[src/rtl/dmarb_pkg.sv]
package dmarb_pkg;
  localparam int unsigned DEF_NCH = 4;
  localparam int unsigned DEF_CW  = 8;

  function automatic int unsigned idx_width(input int unsigned n);
    return (n > 1) ? $clog2(n) : 1;
  endfunction
endpackage

[src/rtl/dmarb_chan.sv]
module dmarb_chan #(
  parameter int unsigned CW = 8
) (
  input  logic          clk,
  input  logic          rst,
  input  logic          load,
  input  logic [CW-1:0] load_val,
  input  logic          en,
  input  logic          take,
  output logic          elig,
  output logic          last
);
  logic [CW-1:0] remain_q;
  localparam logic [CW-1:0] ONE = CW'(1);

  // a channel being reloaded sits out this edge
  assign elig = en && (remain_q != '0) && !load;
  assign last = (remain_q == ONE);

  always_ff @(posedge clk) begin
    if (rst) begin
      remain_q <= '0;
    end else if (load) begin
      remain_q <= load_val;
    end else if (take) begin
      remain_q <= remain_q - ONE;
    end
  end
endmodule

[src/rtl/dmarb_prio.sv]
module dmarb_prio #(
  parameter int unsigned NCH = 4,
  parameter int unsigned IW  = 2
) (
  input  logic [NCH-1:0] cand,
  output logic [NCH-1:0] grant,
  output logic [IW-1:0]  idx,
  output logic           any
);
  logic [NCH:0] seen;
  assign seen[0] = 1'b0;

  for (genvar c = 0; c < NCH; c++) begin : g_chain
    assign seen[c+1] = seen[c] | cand[c];
    assign grant[c]  = cand[c] & ~seen[c];
  end

  assign any = seen[NCH];

  always_comb begin
    idx = '0;
    for (int c = NCH - 1; c >= 0; c--) begin
      if (cand[c]) idx = IW'(c);
    end
  end
endmodule

[src/rtl/dmarb_tcmux.sv]
module dmarb_tcmux #(
  parameter int unsigned NCH = 4
) (
  input  logic           merge,
  input  logic [NCH-1:0] tc_ev,
  output logic [NCH-1:0] tc_out
);
  always_comb begin
    if (merge) begin
      tc_out    = '0;
      tc_out[0] = |tc_ev;
    end else begin
      tc_out = tc_ev;
    end
  end
endmodule

[src/rtl/dma_req_arbiter.sv]
module dma_req_arbiter
  import dmarb_pkg::*;
#(
  parameter int unsigned NCH = DEF_NCH,
  parameter int unsigned CW  = DEF_CW,
  parameter int unsigned IW  = idx_width(NCH)
) (
  input  logic              bus_clk,
  input  logic              rst,
  input  logic [NCH-1:0]    req_i,
  input  logic [NCH-1:0]    chan_en_i,
  input  logic [NCH-1:0]    load_i,
  input  logic [NCH*CW-1:0] load_cnt_i,
  input  logic              tc_merge_i,
  output logic [NCH-1:0]    ack_o,
  output logic [NCH-1:0]    tc_o,
  output logic              beat_valid_o,
  input  logic              beat_ready_i,
  output logic [IW-1:0]     beat_chan_o
);
  logic [NCH-1:0] elig, last, cand, grant, take, tc_ev, tc_next;
  logic [IW-1:0]  pick_idx;
  logic           pick_any, slot_free, issue;

  logic [NCH-1:0] ack_q, tc_q;
  logic           bv_q;
  logic [IW-1:0]  bch_q;

  for (genvar c = 0; c < NCH; c++) begin : g_chan
    dmarb_chan #(.CW(CW)) u_chan (
      .clk      (bus_clk),
      .rst      (rst),
      .load     (load_i[c]),
      .load_val (load_cnt_i[c*CW +: CW]),
      .en       (chan_en_i[c]),
      .take     (take[c]),
      .elig     (elig[c]),
      .last     (last[c])
    );
  end

  assign cand = req_i & elig;

  dmarb_prio #(.NCH(NCH), .IW(IW)) u_prio (
    .cand  (cand),
    .grant (grant),
    .idx   (pick_idx),
    .any   (pick_any)
  );

  // output slot is free when empty or being drained this edge
  assign slot_free = !bv_q || beat_ready_i;
  assign issue     = slot_free && pick_any;
  assign take      = issue ? grant : '0;
  assign tc_ev     = take & last;

  dmarb_tcmux #(.NCH(NCH)) u_tcmux (
    .merge  (tc_merge_i),
    .tc_ev  (tc_ev),
    .tc_out (tc_next)
  );

  always_ff @(posedge bus_clk) begin
    if (rst) begin
      ack_q <= '0;
      tc_q  <= '0;
      bv_q  <= 1'b0;
      bch_q <= '0;
    end else begin
      ack_q <= take;
      tc_q  <= tc_next;
      if (slot_free) begin
        bv_q <= pick_any;
        if (pick_any) bch_q <= pick_idx;
      end
    end
  end

  assign ack_o        = ack_q;
  assign tc_o         = tc_q;
  assign beat_valid_o = bv_q;
  assign beat_chan_o  = bch_q;
endmodule

[config.mk]
export PLATFORM = sky130hd
export DESIGN_NAME = dma_req_arbiter
export DESIGN_NICKNAME = d
export VERILOG_FILES = /design/src/rtl/dmarb_pkg.sv /design/src/rtl/dmarb_chan.sv /design/src/rtl/dmarb_prio.sv /design/src/rtl/dmarb_tcmux.sv /design/src/rtl/dma_req_arbiter.sv
export SDC_FILE = /design/constraint.sdc
export NUM_CORES = 1
export LEC_CHECK = 0
export BUFFER_PORTS_ARGS = -buffer_cell sky130_fd_sc_hd__buf_2
export CORE_ASPECT_RATIO = 1.75
export CORE_UTILIZATION = 48
export CTS_BUF_LIST = sky130_fd_sc_hd__clkbuf_16
export CTS_CLUSTER_DIAMETER = 60
export DETAILED_ROUTE_END_ITERATION = 10
export PLACE_DENSITY = 0.85
export SYNTH_ARGS = -nofsm -noshare
export SYNTH_HDL_FRONTEND = slang
export SYNTH_SLANG_ARGS = --single-unit
[constraint.sdc]
create_clock -name bus_clk -period 2.15 [get_ports bus_clk]
set_input_delay 0.1075 -clock bus_clk [delete_from_list [all_inputs] [get_ports bus_clk]]
set_output_delay 0.1075 -clock bus_clk [all_outputs]
set_load 0.01 [all_outputs]
* After elaboration in Yosys (flattened, before gate mapping)
Index checks and enable logic that the tools add are counted.
Storage, ports and cells: register bits 43, output and inout port bits 11
Operators by class: add/subtract/negate cells 4, muxes and demuxes 14, bitwise logic cells 11, equality and inequality tests 4, reduce and logical (&&, ||, !) cells 26
Operators with widths (count):
- 8-bit 2-to-1 mux | 8
- 8-bit by 1-bit equality test with 1-bit output, second input constant | 4
- 8-bit nonzero test | 4
- 8-bit by 1-bit subtractor with 8-bit output, second input constant | 4
- 1-bit logical AND | 9
- 4-bit AND | 2
- 2-bit 2-to-1 mux | 4
- 2-bit nonzero test | 4
- 1-bit logical NOT | 5
- 4-bit 2-to-1 mux | 1
- 4-bit OR reduction | 1
- 1-bit AND | 3
- 1-bit inverter | 3
- 1-bit OR | 3
- 2-bit AND reduction | 1
- 2-bit OR reduction | 1
- 1-bit logical OR | 1
- 1-bit 2-to-1 mux | 1

* Depth between registers and ports, before layout
Gate-level depths: netlist (run 1).
depth after elaboration 12, depth in mapped cells 9, depth with buffers taken out 8

* Modules after synthesis
Synthesis (run 1) repeated with hierarchy kept, for this count alone.
Unflattened totals: cell total of the unflattened synthesis 279, area total of the unflattened synthesis 2336.0 um2
By module, submodules not included:
- dmarb_chan | instances 4, area an instance 446.7 um2, cells each 54
- dma_req_arbiter | instances 1, area an instance 451.7 um2, cells each 47
- dmarb_prio | instances 1, area an instance 58.8 um2, cells each 10
- dmarb_tcmux | instances 1, area an instance 38.8 um2, cells each 6

* Worst setup path after synthesis (run 1)
Ideal clock, no wire load.
path kind flip-flop to flip-flop, start reg g_chan[1].u_chan.remain_q[0], end reg g_chan[1].u_chan.remain_q[0], data arrival time 1.972 ns, stages on the path, launching flop included 10, library setup time 0.128 ns, path buffers 1, period minus slack after synthesis 2.100 ns, setup slack 0.050 ns, required time 2.022 ns, cells stage by stage dfxtp_1 > inv_1 > ha_1 > nor3b_2 > a211oi_4 > and3_1 > clkbuf_1 > nor2_1 > a221oi_1 > nor2_1
On the way: longest elaborated chain between the ends 10, elaborated cells between the ends (all ways) 14, those cells by class add/sub (1); mux (3); bitwise (5); reduce/logical (5)
Ends and longest elaborated chain:
- start, declared | RTL line dmarb_chan.sv:13 | logic [CW-1:0] remain_q;
- start signal, assigned | RTL line dmarb_chan.sv:24 | remain_q <= load_val;
- start signal, assigned | RTL line dmarb_chan.sv:26 | remain_q <= remain_q - ONE;
- 8-bit nonzero test | RTL line dmarb_chan.sv:17 | assign elig = en && (remain_q != '0) && !load;
- 1-bit logical AND (2 in series) | RTL line dmarb_chan.sv:17
- 4-bit AND | RTL line dma_req_arbiter.sv:42 | assign cand = req_i & elig;
- 1-bit OR (3 in series) | RTL line dmarb_prio.sv:14 | assign seen[c+1] = seen[c] | cand[c];
- 1-bit logical AND | RTL line dma_req_arbiter.sv:53 | assign issue = slot_free && pick_any;
- 4-bit 2-to-1 mux | RTL line dma_req_arbiter.sv:54 | assign take = issue ? grant : '0;
- 2-bit nonzero test (no source line)
Parallel ways exist; a longest one is shown, timed or not. The select of a mux whose other input is x is not followed. A chain may end at the register's enable or synchronous reset.

* Final worst setup path (run 1)
start reg g_chan[0].u_chan.remain_q[4], end reg g_chan[2].u_chan.remain_q[3]
On the way: longest elaborated chain between the ends 10, elaborated cells between the ends (all ways) 12, those cells by class mux (1); bitwise (6); reduce/logical (5)
Ends and longest elaborated chain (RTL line):
- start, declared | dmarb_chan.sv:13
- start signal, assigned | dmarb_chan.sv:24
- start signal, assigned | dmarb_chan.sv:26
- 8-bit nonzero test * | dmarb_chan.sv:17
- 1-bit logical AND * (2 in series) | dmarb_chan.sv:17
- 4-bit AND * | dma_req_arbiter.sv:42
- 1-bit OR * | dmarb_prio.sv:14
- 1-bit OR (2 in series) | dmarb_prio.sv:14
- 1-bit logical AND | dma_req_arbiter.sv:53
- 4-bit 2-to-1 mux * | dma_req_arbiter.sv:54
- 2-bit nonzero test (no source line) *
- end signal, assigned | dmarb_chan.sv:24
- end signal, assigned | dmarb_chan.sv:26
- end, declared | dmarb_chan.sv:13
Every way passes the cells marked *; elsewhere a longest branch is shown, timed or not.

==> summary.txt, run 1 <==
Status -> completed
Req. time, crit path -> 2.31 ns
Pwr dens -> 661 nW/um^2
Total global-route track usage -> 21.9%
Critical path peak fanout -> 4
Total clock sinks -> 43
Io pins -> 59
Grt ovf -> 0
Worst slew pin tran -> 0.667 ns
Core area -> 4980 sq um
Vias -> 2447
Largest net degree at the start of global routing -> 25
Htree depth -> 2
Max Slew Vio Count -> 0
Final core utilization -> 63.8%
Cells after DPL -> 408
Top-count cell post-synth -> dfxtp_1
F_max -> 0.483 GHz
DP HPWL -> 4.39 mm
Synth warn -> 0
Total power -> 2100 uW
Max-slew headroom -> 55.1%
Final Hold Vio Count -> 0
ANT nets after route -> 0
Mapped Area -> 2480 sq um
Starting Density -> 49.9%
Worst Hold Depth -> 3
NetSw -> 601 uW
Worst setup margin -> 0.0797 ns
Clk pwr share -> 34.2%
FF+latch count, synth -> 43
Post-synth EDFFs -> 0
Worst setup EP type -> flop
Avg Inst Size Synth -> 8.65 sq um
DRC -> 0
Clk slew on worst S/H paths -> 0.06 ns
Synth area leader -> dfxtp_1
Critical Path AT -> 2.23 ns
Gate power share -> 22.5%
Worst-case clock buffer depth -> 2
Finished Cell Area -> 3170 sq um
Worst R2R Path Depth -> 6
Gate Count Post-Synth -> 287
NumNets Final -> 423
Antenna violations before repair -> 0
Seq pwr share -> 43.2%
Clock latency at the later pin of the worst-skew pair -> 0.29 ns
Ratio of routed vias to standard cells -> 5.81
Max-cap viol count -> 0
Number of inserted diodes -> 0
Fin crit share -> 96.3%
Vias in the first global route -> 2320
R2r setup slk -> 0.08 ns
Die area -> 5470 sq um
# hold bufs at CTS -> 0
Synth Net Count -> 343
CP Launch Type -> flop
Total CTS buffers -> 5
Placer congestion estimate -> 0.902
WL final -> 6.23 mm
Fraction of layout cells with a size suffix above 1 -> 33.0%
Layout area overhead -> 27.8%
Die H -> 97.1 um
Post-Place Setup Slack -> -0.0162 ns
Hold Path Class -> in -> reg
Clock root buffer -> clkbuf_16
Post-synth ARST share -> 0%
Sequential share of the synthesized area -> 34.7%
Row count -> 34
Critical path class -> reg -> reg
Int Power -> 1500 uW
Post-synth top cells -> dfxtp_1 (43), nor2_1 (28), inv_1 (25)
PortBufs -> 58
WL/cell -> 14.8 um
Leakage -> 0.00137 uW
Global-route wire length before repair -> 9.67 mm
Post-synth cell types -> 59
Detailed Routing Iterations Pass 1 -> 4
Worst R2R Start -> g_chan[0].u_chan.remain_q[4]
Finished Layout Cells -> 421
DR iter-0 viols -> 68
Ranking of synthesized cells by area -> dfxtp_1 (35%), a21oi_1 (4.4%), nor2_1 (4.2%), ha_1 (4.0%), inv_1 (3.8%)
Fin crit period -> 2.07 ns
Final setup fails -> 0
FF-to-FF End -> g_chan[2].u_chan.remain_q[3]
Post-synth top flop -> dfxtp_1
Hold Startpoint -> load_cnt_i[1]
Switching share of power -> 28.7%
Die width -> 56.4 um
Setup Skew -> 0.00674 ns
Top cell type's share of synthesized area -> 34.7%
Peak supply drop -> 804 uV
Hold path endpoint -> g_chan[0].u_chan.remain_q[1]
CTS tree -> done
Total placed instance area -> 2950 sq um
==> timing repair <==
item                                    4_1_cts  5_1_grt
gates resized for setup                       1       10
cloned                                        0        2
endpoints found under the hold margin         0        0
pin swaps                                     1        5
buffers inserted                              0        4
endpoints found under the setup margin        4       17
==> power by group through the flow <==
stage	Clock [uW]	Sequential (uW)	Combinational (uW)
2_1_floorplan	0	921	273
3_3_place_gp	0	919	417
3_5_place_dp	0	921	430
4_1_cts	726	903	435
5_1_grt	750	913	517
6_report	718	907	472
==> worst max path at each step <==
| stage | startpoint | slack [ns] | end | cells past startpoint |
|---|---|---|---|---|
| CTS | g_chan[1].u_chan.remain_q[1] | 0.008 | g_chan[3].u_chan.remain_q[4] | 8 |
| global placement | g_chan[1].u_chan.remain_q[1] | 0.08 | g_chan[3].u_chan.remain_q[1] | 7 |
| finish | g_chan[0].u_chan.remain_q[4] | 0.08 | g_chan[2].u_chan.remain_q[3] | 6 |
| detailed placement | g_chan[1].u_chan.remain_q[1] | -0.02 | g_chan[3].u_chan.remain_q[4] | 8 |
| floorplan | g_chan[1].u_chan.remain_q[0] | 0.05 | g_chan[1].u_chan.remain_q[0] | 9 |
| global route | g_chan[0].u_chan.remain_q[4] | -0.02 | g_chan[2].u_chan.remain_q[3] | 6 |
==> placed cells by master, fill, tap and decap left out, types with 4 or more instances in the layout <==
| master | n |
|---|---|
| nor4_1 | 7 |
| buf_2 | 58 |
| nand3_1 | 8 |
| dfxtp_1 | 42 |
| a21oi_1 | 21 |
| nand3b_1 | 5 |
| o21ai_0 | 4 |
| nand2_1 | 16 |
| nor3_1 | 10 |
| buf_4 | 25 |
| o21a_1 | 7 |
| xor2_1 | 5 |
| nor2_1 | 28 |
| nor2b_1 | 8 |
| ha_1 | 7 |
| clkbuf_16 | 5 |
| a221oi_1 | 5 |
| inv_1 | 23 |
| xnor2_1 | 10 |
==> kinds of logic after synthesis <==
logic type                 Yosys count  share of synthesized area (%)
DFF                                 43                           34.7
AOI/OAI and AO/OA                   69                           21.6
buffers and inverters               37                           5.90
adders and majority gates            8                           4.03
muxes                                4                           1.66
xor gates and xnor gates            15                           5.29
and+or+nand+nor                    111                           26.9
==> area by class of cell <==
type                       instances  area (sq um)
fill                             413          1800
multi-input combinational        209          1540
sequential                        43           862
timing repair buffer              83           478
clock buffer                       5           125
inverter                          25          93.8
tap                               54          67.6
clock inverter                     2          8.76
==> per-layer routing <==
metal	track usage, %	vias up	part of all wire [%]
li1	-	1199	-
met1	23.0	1145	39
met2	39.6	83	53
met3	3.33	20	4.2
met4	13.7	0	3.0
met5	0	-	0
==> sequential cells by signal, summed over array words and instances (netlist names) <==
name	flops
beat_chan_o	2
beat_valid_o	1
tc_o	4
g_chan.u_chan.remain_q	32
ack_o	4
==> critical path, cell delays in order (launching register included) <==
cell and delay (ns):
dfxtp_1 0.35, nor4_4 0.37, a31oi_2 0.20, or3_4 0.42, or2_4 0.26, o41ai_4 0.22, a31oi_1 0.13
==> stage by stage <==
stage / setup TNS [ns] / hold slack, ns
after floorplan: 0 / 0.184
after global placement: 0 / 0.342
after detailed placement: -0.0285 / 0.347
after CTS: 0 / 0.0519
after global routing: -0.0185 / 0.0658
final: 0 / 0.0506
Power figures use the tool's default switching activity.
==> run 2: changes to the inputs <==
--- a/config.mk
+++ b/config.mk
@@ -7,11 +7,11 @@
 export LEC_CHECK = 0
 export BUFFER_PORTS_ARGS = -buffer_cell sky130_fd_sc_hd__buf_2
 export CORE_ASPECT_RATIO = 1.75
-export CORE_UTILIZATION = 48
+export CORE_UTILIZATION = 54
 export CTS_BUF_LIST = sky130_fd_sc_hd__clkbuf_16
 export CTS_CLUSTER_DIAMETER = 60
 export DETAILED_ROUTE_END_ITERATION = 10
-export PLACE_DENSITY = 0.85
+export PLACE_DENSITY = 0.9
 export SYNTH_ARGS = -nofsm -noshare
 export SYNTH_HDL_FRONTEND = slang
 export SYNTH_SLANG_ARGS = --single-unit
==> constraint.sdc (replaced) <==
create_clock -name bus_clk -period 2.2 [get_ports bus_clk]
set_input_delay 0.11 -clock bus_clk [delete_from_list [all_inputs] [get_ports bus_clk]]
set_output_delay 0.11 -clock bus_clk [all_outputs]
set_load 0.01 [all_outputs]
==> run 2 against run 1 <==
Compared with the run above: core utilization rose by 8.6 points; largest power group unchanged; non-clock buffer count is 6 lower; clock-buffer cell count is the same; cell count decreased by 2.1%; total power fell by 0.93%; combinational power barely moved; hold slack gained 0.00061 ns; critical path type unchanged; design area grew 0.47%.
==> summary.txt, run 2 (synthesized netlist as in run 1, its figures left out) <==
Fill cell count -> 333
Detailed Routing Iterations Pass 1 -> 4
Setup crit end -> tc_o[0]
Worst R2R Path Depth -> 8
Die width -> 53.3 um
Peak supply drop -> 614 uV
Total CTS buffers -> 5
Hold Path Class -> in -> reg
Setup Skew -> 0.00295 ns
Finished Cell Area -> 3190 sq um
Total power -> 2080 uW
ANT nets after route -> 0
Critical path class -> reg -> reg
Fraction of layout cells with a size suffix above 1 -> 33.5%
# hold bufs at CTS -> 0
Crit. Startpoint -> g_chan[1].u_chan.remain_q[1]
Worst slew pin tran -> 0.703 ns
Htree depth -> 2
Die H -> 91.7 um
Finished Layout Cells -> 412
Total placed instance area -> 2900 sq um
RSZ-0062 raised after global routing -> true
Status -> completed
Placer congestion estimate -> 0.895
Final Hold Vio Count -> 0
Global-route wire length before repair -> 10.2 mm
Row count -> 32
Max FFs per register -> 32
Critical Path AT -> 2.37 ns
Req. time, crit path -> 2.40 ns
Core area -> 4400 sq um
WL/cell -> 16.6 um
Max-cap viol count -> 0
Clk slew on worst S/H paths -> 0.06 ns
Pwr dens -> 652 nW/um^2
Fin crit period -> 2.17 ns
Max Slew Vio Count -> 0
Total global-route track usage -> 27.6%
Worst-case clock buffer depth -> 2
PortBufs -> 58
Fin crit share -> 98.6%
Most frequent cells in the layout -> buf_2 (58), dfxtp_1 (42), nor2_1 (28), inv_1 (24), a21oi_1 (21)
Largest net degree at the start of global routing -> 19
WL final -> 6.85 mm
DRC -> 0
Ratio of routed vias to standard cells -> 6.00
Clock root buffer -> clkbuf_16
Max-slew headroom -> 52.7%
CTS tree -> done
Grt ovf -> 0
Most common cell after layout, fill and taps aside -> buf_2
FF-to-FF End -> tc_o[0]
Antenna violations before repair -> 0
Vias in the first global route -> 2309
Worst Hold Slack -> 0.0512 ns
Clock latency at the later pin of the worst-skew pair -> 0.29 ns
Number of inserted diodes -> 0
Total clock sinks -> 43
TNS Setup -> 0 ns
Worst setup EP type -> flop
Starting Density -> 56.4%
Die area -> 4880 sq um
Final setup fails -> 0
Cells after DPL -> 400
Largest Register -> g_chan.u_chan.remain_q
Vias -> 2473
Layout area overhead -> 28.4%
DP HPWL -> 4.35 mm
NumNets Final -> 417
CP Launch Type -> flop
Io pins -> 59
Worst R2R Start -> g_chan[1].u_chan.remain_q[1]
Critical path peak fanout -> 6
F_max -> 0.461 GHz
R2r setup slk -> 0.03 ns
Leakage -> 0.00136 uW
DR iter-0 viols -> 89
run 2: metrics by stage:
stage / utilization [%] / setup WS (ns)
2_1_floorplan: - / 0.100
4_1_cts: 69.0 / 0.0133
5_1_grt: 72.4 / -0.0737
3_3_place_gp: 65.9 / 0.108
3_5_place_dp: 65.9 / -0.00752
6_report: 72.4 / 0.0307
run 2: power by group:
part           total (uW)  switching (uW)  internal, uW  leakage [uW]
registers             894            62.7           832      0.000355
clock network         712             303           408     0.0000671
logic                 472             255           217      0.000939
run 2: area by class of cell:
class | count | area (sq um) | area share, %
Inverter | 25 | 93.8 | 2.94
Multi-Input combinational cell | 209 | 1600 | 50.1
Timing Repair Buffer | 77 | 437 | 13.7
Clock buffer | 5 | 125 | 3.92
Tap cell | 51 | 63.8 | 2.00
Clock inverter | 2 | 8.76 | 0.275
Sequential cell | 43 | 862 | 27.0
run 2: timing repair:
| item | CTS | global route |
|---|---|---|
| endpoints found under the setup margin | 2 | 16 |
| pin swaps | 1 | 4 |
| gates cloned | 0 | 2 |
| setup buffers | 0 | 3 |
| resized for setup | 1 | 20 |
run 2: worst min path at each step:
| stage | from | endpoint | slack [ns] | cells past startpoint |
|---|---|---|---|---|
| final | tc_merge_i | tc_o[3] | 0.05 | 2 |
| after global routing | tc_merge_i | tc_o[3] | 0.06 | 2 |
| after CTS | tc_merge_i | tc_o[3] | 0.05 | 2 |
| after detailed placement | tc_merge_i | tc_o[3] | 0.34 | 2 |
| after global placement | load_cnt_i[1] | g_chan[0].u_chan.remain_q[1] | 0.34 | 3 |
| after floorplan | tc_merge_i | tc_o[2] | 0.19 | 1 |
run 2: worst max-delay path, cell delays in order, from the launching register on:
cell and delay [ns]:
dfxtp_2 0.35, inv_2 0.06, ha_2 0.17, nor3b_4 0.15, buf_6 0.14, a211oi_4 0.41
mux2_2 0.38, o31a_1 0.24, o32ai_2 0.18
run 2: layer usage:
metal	share of wire, %	global-route usage [%]	wire (um)
met1	37	30.8	2520
met2	55	47.7	3780
met3	5.8	5.31	397
met4	2.4	12.7	162
met5	0	0	0
==> run 3: changes to the inputs <==
--- a/config.mk
+++ b/config.mk
@@ -7,11 +7,12 @@
 export LEC_CHECK = 0
 export BUFFER_PORTS_ARGS = -buffer_cell sky130_fd_sc_hd__buf_2
 export CORE_ASPECT_RATIO = 1.75
+export CORE_MARGIN = 5
 export CORE_UTILIZATION = 54
 export CTS_BUF_LIST = sky130_fd_sc_hd__clkbuf_16
 export CTS_CLUSTER_DIAMETER = 60
 export DETAILED_ROUTE_END_ITERATION = 10
-export PLACE_DENSITY = 0.9
+export PLACE_DENSITY_LB_ADDON = 0.2
 export SYNTH_ARGS = -nofsm -noshare
 export SYNTH_HDL_FRONTEND = slang
 export SYNTH_SLANG_ARGS = --single-unit
==> run 3 against run 2 <==
Compared with the run above: register-to-register slack better by 0.04 ns; total power is 1.9% lower; die area is 25% higher; critical path depth is 3 higher; hold slack better by 0.0081 ns; sequential share of layout area is 0.15 points higher; global-route usage is 7.7 points lower; cell count is 1.2% higher; critical path type unchanged; largest cell class unchanged.
==> summary.txt, run 3 (synthesized netlist as in run 1, its figures left out) <==
Setup Skew -> 0.00461 ns
Worst R2R Start -> g_chan[1].u_chan.remain_q[0]
Grt peak-use layer -> met2
Fraction of layout cells with a size suffix above 1 -> 32.2%
Leakage -> 0.00138 uW
Status -> completed
CTS tree -> done
Pwr dens -> 643 nW/um^2
R2r setup slk -> 0.07 ns
Largest Register -> g_chan.u_chan.remain_q
Vias in the first global route -> 2214
Total CTS buffers -> 5
Total global-route track usage -> 19.9%
Worst Hold Depth -> 3
Max Slew Vio Count -> 0
# hold bufs at CTS -> 0
Row count -> 32
Largest net degree at the start of global routing -> 36
Fill cell count -> 373
Fin crit period -> 2.13 ns
DP HPWL -> 4.39 mm
Die H -> 99.7 um
Starting Density -> 55.9%
Grt ovf -> 0
Final setup fails -> 0
Final core utilization -> 71.3%
Clk slew on worst S/H paths -> 0.06 ns
FF-to-FF End -> g_chan[2].u_chan.remain_q[0]
Die width -> 61.3 um
Max-cap viol count -> 0
Post-Place Setup Slack -> -0.00606 ns
Number of inserted diodes -> 0
Critical Path AT -> 2.37 ns
Worst Hold Slack -> 0.0592 ns
Hold Startpoint -> load_cnt_i[1]
CP Launch Type -> flop
Core area -> 4440 sq um
Met2 usage -> 35.8%
Worst R2R Path Depth -> 11
Req. time, crit path -> 2.43 ns
Worst slew pin tran -> 0.676 ns
Layout area overhead -> 27.7%
F_max -> 0.469 GHz
Critical path peak fanout -> 5
DR iter-0 viols -> 87
Global-route wire length before repair -> 9.52 mm
Critical path class -> reg -> reg
GR Layer Usage met1 -> 22.1%
ANT nets after route -> 0
Final Hold Vio Count -> 0
Clock latency at the later pin of the worst-skew pair -> 0.29 ns
Total clock sinks -> 43
NumNets Final -> 421
Vias -> 2401
Clock root buffer -> clkbuf_16
Most common cell after layout, fill and taps aside -> buf_2
Ratio of routed vias to standard cells -> 5.76
Peak supply drop -> 537 uV
Hold Path Class -> in -> reg
DRC -> 0
WL/cell -> 14.9 um
Worst setup EP type -> flop
Die area -> 6110 sq um
Fin crit share -> 97.0%
PortBufs -> 58
Most frequent cells in the layout -> buf_2 (58), dfxtp_1 (42), nor2_1 (28), inv_1 (25), buf_4 (22)
Hold path endpoint -> g_chan[0].u_chan.remain_q[1]
Detailed Routing Iterations Pass 1 -> 4
WL final -> 6.21 mm
Max FFs per register -> 32
Antenna violations before repair -> 0
Io pins -> 59
Worst setup margin -> 0.0662 ns
Htree depth -> 2
Total power -> 2040 uW
Max-slew headroom -> 54.5%
Placer congestion estimate -> 0.824
Worst-case clock buffer depth -> 2
Met3 GRT Util -> 3.77%
## run 3: repair_timing
| item | CTS | global route |
|---|---|---|
| gates cloned | 0 | 1 |
| gates resized for setup | 1 | 12 |
| setup endpoints to repair | 1 | 14 |
| pin swaps | 0 | 4 |
| setup buffers | 0 | 7 |
## run 3: how the worst max path moves through the flow
stage,startpoint,end,slack [ns]
final,g_chan[1].u_chan.remain_q[0],g_chan[2].u_chan.remain_q[0],0.07
after global routing,g_chan[1].u_chan.remain_q[0],g_chan[2].u_chan.remain_q[0],-0.03
after CTS,g_chan[1].u_chan.remain_q[1],g_chan[1].u_chan.remain_q[5],0.01
after detailed placement,g_chan[1].u_chan.remain_q[1],g_chan[3].u_chan.remain_q[3],-0.006
after global placement,g_chan[1].u_chan.remain_q[1],g_chan[3].u_chan.remain_q[3],0.1
after floorplan,g_chan[1].u_chan.remain_q[0],g_chan[1].u_chan.remain_q[0],0.10
## run 3: stage by stage
| step | TNS [ns] | instances | instance area, sq um |
|---|---|---|---|
| 2_1_floorplan | 0 | 287 | 2480 |
| 3_3_place_gp | 0 | 401 | 2920 |
| 3_5_place_dp | -0.00606 | 401 | 2920 |
| 4_1_cts | 0 | 409 | 3060 |
| 5_1_grt | -0.0563 | 417 | 3170 |
| 6_report | 0 | 417 | 3170 |
## run 3: power by group
part	switching (uW)	internal (uW)
sequential	55.3	832
combinational	233	215
clock	295	409
total	583	1460
## run 3: routing by layer
layer | wire [um] | vias to the layer above | part of all wire [%]
met5 | 0 | - | 0
met1 | 2340 | 1132 | 38
met2 | 3430 | 68 | 55
met4 | 124 | 0 | 2.0
met3 | 308 | 11 | 5.0
li1 | - | 1190 | -
## run 3: critical path, cell delays in order, from the launching register on
cell and delay (ns):
dfxtp_1 0.34, inv_1 0.08, ha_4 0.16, nor3b_4 0.17, a211oi_4 0.33, buf_4 0.18
nor4_2 0.04, buf_4 0.17, buf_4 0.13, buf_4 0.13, a221oi_2 0.20, o31a_1 0.15
## run 3: layout make-up
cell class                      instances  area (sq um)  share of cell area (%)
Timing Repair Buffer                   82           487                    15.4
Multi-Input combinational cell        208          1530                    48.2
Tap cell                               51          63.8                    2.01
Inverter                               25          93.8                    2.96
Clock inverter                          3          11.3                   0.355
Sequential cell                        43           862                    27.2
Clock buffer                            5           125                    3.95
